$ cat config.mk
export PLATFORM = sky130hd
export DESIGN_NAME = frame_base_irq
export DESIGN_NICKNAME = d
export VERILOG_FILES = /design/src/rtl/fbu_pkg.sv /design/src/rtl/fbu_power_seq.sv /design/src/rtl/fbu_base_stage.sv /design/src/rtl/fbu_irq_ctrl.sv /design/src/rtl/frame_base_irq.sv
export SDC_FILE = /design/constraint.sdc
export NUM_CORES = 1
export LEC_CHECK = 0
export CORE_ASPECT_RATIO = 0.6
export CORE_MARGIN = 3
export CORE_UTILIZATION = 40
export CTS_CLUSTER_SIZE = 14
export DETAILED_ROUTE_END_ITERATION = 12
export PLACE_DENSITY = 0.72
export REMOVE_ABC_BUFFERS = 1
export SKIP_LAST_GASP = 1
export SYNTH_ARGS = -nofsm -noshare
export SYNTH_HDL_FRONTEND = slang
export SYNTH_SLANG_ARGS = --single-unit
$ cat constraint.sdc
create_clock -name clk -period 1.75 [get_ports clk]
set_input_delay 0.175 -clock clk [delete_from_list [all_inputs] [get_ports clk]]
set_output_delay 0.175 -clock clk [all_outputs]
set_load 0.05 [all_outputs]
$ cat src/rtl/fbu_pkg.sv
package fbu_pkg;
  localparam int REG_AW = 3;
  localparam int NSRC   = 2;

  localparam logic [REG_AW-1:0] OFS_CTRL = 3'd0;
  localparam logic [REG_AW-1:0] OFS_NEXT = 3'd1;
  localparam logic [REG_AW-1:0] OFS_LIVE = 3'd2;
  localparam logic [REG_AW-1:0] OFS_RAW  = 3'd3;
  localparam logic [REG_AW-1:0] OFS_IEN  = 3'd4;
  localparam logic [REG_AW-1:0] OFS_MSK  = 3'd5;
  localparam logic [REG_AW-1:0] OFS_CLR  = 3'd6;

  // status bit positions
  localparam int SRC_BASE  = 0;
  localparam int SRC_FRAME = 1;

  typedef struct packed {
    logic power;
    logic enable;
  } ctrl_t;
endpackage

$ cat src/rtl/fbu_power_seq.sv
module fbu_power_seq
  import fbu_pkg::*;
(
  input  logic  clk,
  input  logic  rst_n,
  input  logic  wr_ctrl,
  input  ctrl_t wr_val,
  output ctrl_t state
);
  ctrl_t st_q;

  always_ff @(posedge clk or negedge rst_n) begin
    if (!rst_n) begin
      st_q <= '0;
    end else if (wr_ctrl) begin
      if (st_q.enable && st_q.power && !wr_val.enable) begin
        // first step of power-down: drop power, hold enable
        st_q.power <= 1'b0;
      end else begin
        st_q.enable <= wr_val.enable;
        st_q.power  <= wr_val.power & wr_val.enable & st_q.enable;
      end
    end
  end

  assign state = st_q;
endmodule

$ cat src/rtl/fbu_base_stage.sv
module fbu_base_stage #(
  parameter int DW = 32
) (
  input  logic          clk,
  input  logic          rst_n,
  input  logic          wr_next,
  input  logic [DW-1:0] wdata,
  input  logic          frame_start,
  input  logic          enable,
  output logic [DW-1:0] staged,
  output logic [DW-1:0] live,
  output logic          pending,
  output logic          taken
);
  localparam int HI = DW - 1;

  logic [HI:2] staged_q, live_q;
  logic        pend_q;

  assign taken = frame_start & enable & pend_q;

  always_ff @(posedge clk or negedge rst_n) begin
    if (!rst_n) begin
      staged_q <= '0;
      live_q   <= '0;
      pend_q   <= 1'b0;
    end else begin
      if (taken) live_q <= staged_q;
      if (wr_next) begin
        staged_q <= wdata[HI:2];
        pend_q   <= 1'b1;
      end else if (taken) begin
        pend_q   <= 1'b0;
      end
    end
  end

  assign staged  = {staged_q, 2'b00};
  assign live    = {live_q, 2'b00};
  assign pending = pend_q;
endmodule

$ cat src/rtl/fbu_irq_ctrl.sv
module fbu_irq_ctrl #(
  parameter int N = 2
) (
  input  logic         clk,
  input  logic         rst_n,
  input  logic [N-1:0] set_evt,
  input  logic         wr_clr,
  input  logic         wr_ien,
  input  logic [N-1:0] wbits,
  output logic [N-1:0] raw,
  output logic [N-1:0] ien,
  output logic [N-1:0] masked,
  output logic         irq
);
  logic [N-1:0] raw_q, ien_q;
  logic [N-1:0] clr_v;

  assign clr_v = wr_clr ? wbits : '0;

  for (genvar i = 0; i < N; i++) begin : g_src
    always_ff @(posedge clk or negedge rst_n) begin
      if (!rst_n) begin
        raw_q[i] <= 1'b0;
      end else if (set_evt[i]) begin
        raw_q[i] <= 1'b1;
      end else if (clr_v[i]) begin
        raw_q[i] <= 1'b0;
      end
    end
  end

  always_ff @(posedge clk or negedge rst_n) begin
    if (!rst_n)      ien_q <= '0;
    else if (wr_ien) ien_q <= wbits;
  end

  assign raw    = raw_q;
  assign ien    = ien_q;
  assign masked = raw_q & ien_q;
  assign irq    = |masked;
endmodule

$ cat src/rtl/frame_base_irq.sv
module frame_base_irq
  import fbu_pkg::*;
#(
  parameter int DATA_W = 32
) (
  input  logic              clk,
  input  logic              rst_n,
  input  logic              reg_wr,
  input  logic [REG_AW-1:0] reg_addr,
  input  logic [DATA_W-1:0] reg_wdata,
  output logic [DATA_W-1:0] reg_rdata,
  input  logic              frame_start_i,
  output logic [DATA_W-1:0] base_o,
  output logic              enable_o,
  output logic              power_o,
  output logic              irq_o
);
  localparam int PADC = DATA_W - 2;
  localparam int PADS = DATA_W - NSRC;

  ctrl_t             ctrl_st;
  ctrl_t             ctrl_wr;
  logic [DATA_W-1:0] staged, live;
  logic              pending, taken;
  logic [NSRC-1:0]   irq_raw, irq_en, irq_msk, set_evt;

  logic wr_ctrl, wr_next, wr_ien, wr_clr;
  assign wr_ctrl = reg_wr && (reg_addr == OFS_CTRL);
  assign wr_next = reg_wr && (reg_addr == OFS_NEXT);
  assign wr_ien  = reg_wr && (reg_addr == OFS_IEN);
  assign wr_clr  = reg_wr && (reg_addr == OFS_CLR);
  assign ctrl_wr = '{power: reg_wdata[1], enable: reg_wdata[0]};

  fbu_power_seq u_pwr (
    .clk(clk), .rst_n(rst_n), .wr_ctrl(wr_ctrl), .wr_val(ctrl_wr), .state(ctrl_st)
  );

  fbu_base_stage #(.DW(DATA_W)) u_base (
    .clk(clk), .rst_n(rst_n), .wr_next(wr_next), .wdata(reg_wdata),
    .frame_start(frame_start_i), .enable(ctrl_st.enable),
    .staged(staged), .live(live), .pending(pending), .taken(taken)
  );

  always_comb begin
    set_evt            = '0;
    set_evt[SRC_BASE]  = taken;
    set_evt[SRC_FRAME] = frame_start_i & ctrl_st.enable;
  end

  fbu_irq_ctrl #(.N(NSRC)) u_irq (
    .clk(clk), .rst_n(rst_n), .set_evt(set_evt), .wr_clr(wr_clr),
    .wr_ien(wr_ien), .wbits(reg_wdata[NSRC-1:0]),
    .raw(irq_raw), .ien(irq_en), .masked(irq_msk), .irq(irq_o)
  );

  always_comb begin
    unique case (reg_addr)
      OFS_CTRL: reg_rdata = {{PADC{1'b0}}, ctrl_st.power & ctrl_st.enable, ctrl_st.enable};
      OFS_NEXT: reg_rdata = staged;
      OFS_LIVE: reg_rdata = live;
      OFS_RAW:  reg_rdata = {{PADS{1'b0}}, irq_raw};
      OFS_IEN:  reg_rdata = {{PADS{1'b0}}, irq_en};
      OFS_MSK:  reg_rdata = {{PADS{1'b0}}, irq_msk};
      default:  reg_rdata = '0;
    endcase
  end

  assign base_o   = live;
  assign enable_o = ctrl_st.enable;
  assign power_o  = ctrl_st.power & ctrl_st.enable;
endmodule

==> flow_summary.toml <==
[setup_path]
path_max_fanout = 3
required_ps = 1570
startpoint_type = "flop"
critical_path.top_delay_family = "buffers and inverters"
crit_type = "flop to output pin"
critical-path-max-stage-delay_ps = 830
crit_chain = "clkdlybuf4s50_1"
path_buf_inv = 1
slowest_stage = "clkdlybuf4s50_1"
cp.arrival_ps = 1540
end_kind = "output pin"

[pwr]
switching_power_w = 0.00330
power_density_nw_per_um2 = 1620
seqPwrFrac = 0.311
pwr-share-clk = 0.234
power_leakage_nw = 2.32
peakVddDrop_uv = 825
pwr-share-comb = 0.455
p_sw_frac = 0.396
cell_internal_pwr_w = 0.00502

[run]
drv_cap = 0

[synth]
ys_ff_latch = 67
synth_area_um2 = 3080
syn_avg_cell_area_um2 = 14.7
synthTopCellsByArea = "dfrtp_1 (54%), mux2_4 (14%), mux2_2 (12%)"
yosys_warnings = 0
synth_top_area_share = 0.544
yosys.area.top_type = "dfrtp_1"
synthDistinctLibCells = 27
netlist_instances = 210
ys_seq_area_frac = 0.544

[clock_tree]
cts_tree = "built"
cts-root-buf = "clkbuf_16"
path_clk_slew_ps = 50
cts.sinks = 67
clock_path_buffers = 2
clk_latency_ps = 320
cts_made_buffers = 9
htreeDepth = 3

[routing]
drtIter0Drc = 107
drt_pass1_iterations = 4
vias = 2248
drc = 0
post_drt_wl_per_cell_um = 18.5
wl_mm = 8.12
ant_nets = 0
via_per_inst = 5.13

[timing]
drv_slew = 0
hold_violations = 0
fin_hold_ws_ps = 213
fin_crit_ps = 1720
tightest_slew_ps = 528
setup_tns_ps = 0
relSlewSlack = 0.647
rsz0062_at_grt = "yes"
finalCritPeriodShare = 0.982
finalSetupViolCount = 0
skew_ps = 6.82
maxClockFrequency_mhz = 582

[final_layout]
nFillCells = 524
regArea_um2 = 1680
drive_gt1_frac = 0.443
diodes = 0
area_delta_synth_final_pct = 66.1
fin_nets = 368
multiInputGateArea_um2 = 1360

[global_route]
grt_max_degree = 64
grt_overflow = 0
grt_pass1_vias = 2316
grt_pass1_wl_mm = 12.7
antenna_found_initial = 0
grt_util_all_layers = 0.188

[floorplan]
io_pins = 106
placement_rows = 24
dieArea_um2 = 8830
die_w_um = 119
die_y_um = 74.0
start_util = 0.419
coreArea_um2 = 7360

[place]
routabilityCongestion = 0.776
io_buffer_count = 103
dp_hpwl_mm = 5.58

[worst_hold_path]
min_path_type = "input pin to asynchronous set/reset pin"

[outcome]
status = "completed"
[metal layers]
| layer | up-vias | wire, µm | global-route usage |
|---|---|---|---|
| met5 | - | 0 | 0 |
| met4 | 0 | 27 | 0.0457 |
| met3 | 5 | 694 | 0.0767 |
| met2 | 87 | 3310 | 0.261 |
| met1 | 1130 | 4090 | 0.274 |
| li1 | 1026 | - | - |
[sequential cells by signal, summed over array words and instances, names as in the netlist]
| name | count |
|---|---|
| u_base.live_q | 30 |
| u_base.pending | 1 |
| u_irq.raw | 2 |
| u_base.staged_q | 30 |
| u_pwr.state | 2 |
| u_irq.ien | 2 |
[cell usage after synthesis]
cell type / n
a31oi_1: 5
a21oi_1: 1
buf_4: 3
o21ai_0: 3
buf_8: 3
buf_2: 4
mux2_2: 33
conb_1: 1
or4b_1: 1
dfrtp_1: 67
nand2b_1: 3
mux2_4: 29
and2_1: 2
o21ai_1: 1
nor2_1: 1
a22o_1: 31
clkbuf_1: 8
inv_1: 1
nand2_1: 3
nor3b_1: 1
a21o_1: 1
nor4bb_1: 2
nand4b_1: 1
and4b_1: 1
nand3_1: 2
nor3b_4: 1
o22ai_1: 1
[power by group through the flow]
| stage | registers (W) | logic (W) | clock network [W] |
|---|---|---|---|
| finish | 0.00259 | 0.00378 | 0.00194 |
| global route | 0.00267 | 0.00392 | 0.00205 |
| CTS | 0.00259 | 0.00377 | 0.00199 |
| detailed placement | 0.00258 | 0.00376 | 0 |
| global placement | 0.00256 | 0.00371 | 0 |
| floorplan | 0.00368 | 0.00110 | 0 |
[cell type report]
type                       instances  area share
clock buffer                      12      0.0501
clock inverter                     4      0.0142
inverter                           1    0.000733
multi-input combinational        125       0.266
sequential                        67       0.328
tap                              104      0.0254
timing repair buffer             125       0.316
[logic make-up after synthesis]
kind of cell | after synthesis | synth area share
flops | 67 | 0.544
mux | 62 | 0.262
compound gates | 43 | 0.111
buf+inv | 19 | 0.0394
simple gates | 18 | 0.0426
other cells | 1 | 0.00122
[cell usage in the layout (no fill, tap or decap), drive strengths merged, types with 2 or more instances in the layout]
cell            n
dlymetal6s2s    7
and2            2
nand2b          3
bufinv          2
nand3           2
dfrtp          67
a22o           31
dlygate4sd2     3
clkbuf         13
nor4bb          2
mux2           62
conb            2
buf            58
a31oi           5
o21ai           4
nand2           3
nor3b           2
clkdlybuf4s50  55
[timing repair]
item / 4_1_cts / 5_1_grt
setup endpoints to repair: 33 / 35
gates resized for setup: 11 / 10
hold endpoints to repair: 67 / 0
setup buffers: 0 / 3
hold buffers: 1 / 0
pin swaps: 0 / 4
gates cloned: 0 / 2
[stage by stage]
step	setup WS, ps	utilization	total power [W]	cell area, µm²	instances
3_5_place_dp	-124	0.630	0.00634	4640	416
5_1_grt	-10.7	0.696	0.00864	5120	438
2_1_floorplan	-924	-	0.00478	2970	193
6_report	31.5	0.696	0.00831	5120	438
3_3_place_gp	-66.7	0.630	0.00627	4640	416
4_1_cts	-7.99	0.682	0.00835	5020	433
[final timing paths]
kind,cells after the start,start,end,slack [ps]
setup reg to reg,5,u_pwr.state[0]$_DFFE_PN0P_,u_base.live_q[24]$_DFFE_PN0P_,260
hold reg to reg,1,u_base.live_q[16]$_DFFE_PN0P_,u_base.live_q[16]$_DFFE_PN0P_,530
hold / removal,2,rst_n,u_base.live_q[13]$_DFFE_PN0P_,210
min in group clk,2,reg_wdata[4],u_base.staged_q[4]$_DFFE_PN0P_,460
setup / recovery,1,u_base.live_q[12]$_DFFE_PN0P_,base_o[12],30
max in group asynchronous,3,rst_n,u_irq.raw[0]$_DFFE_PN0P_,980
Power figures use the tool's default switching activity.
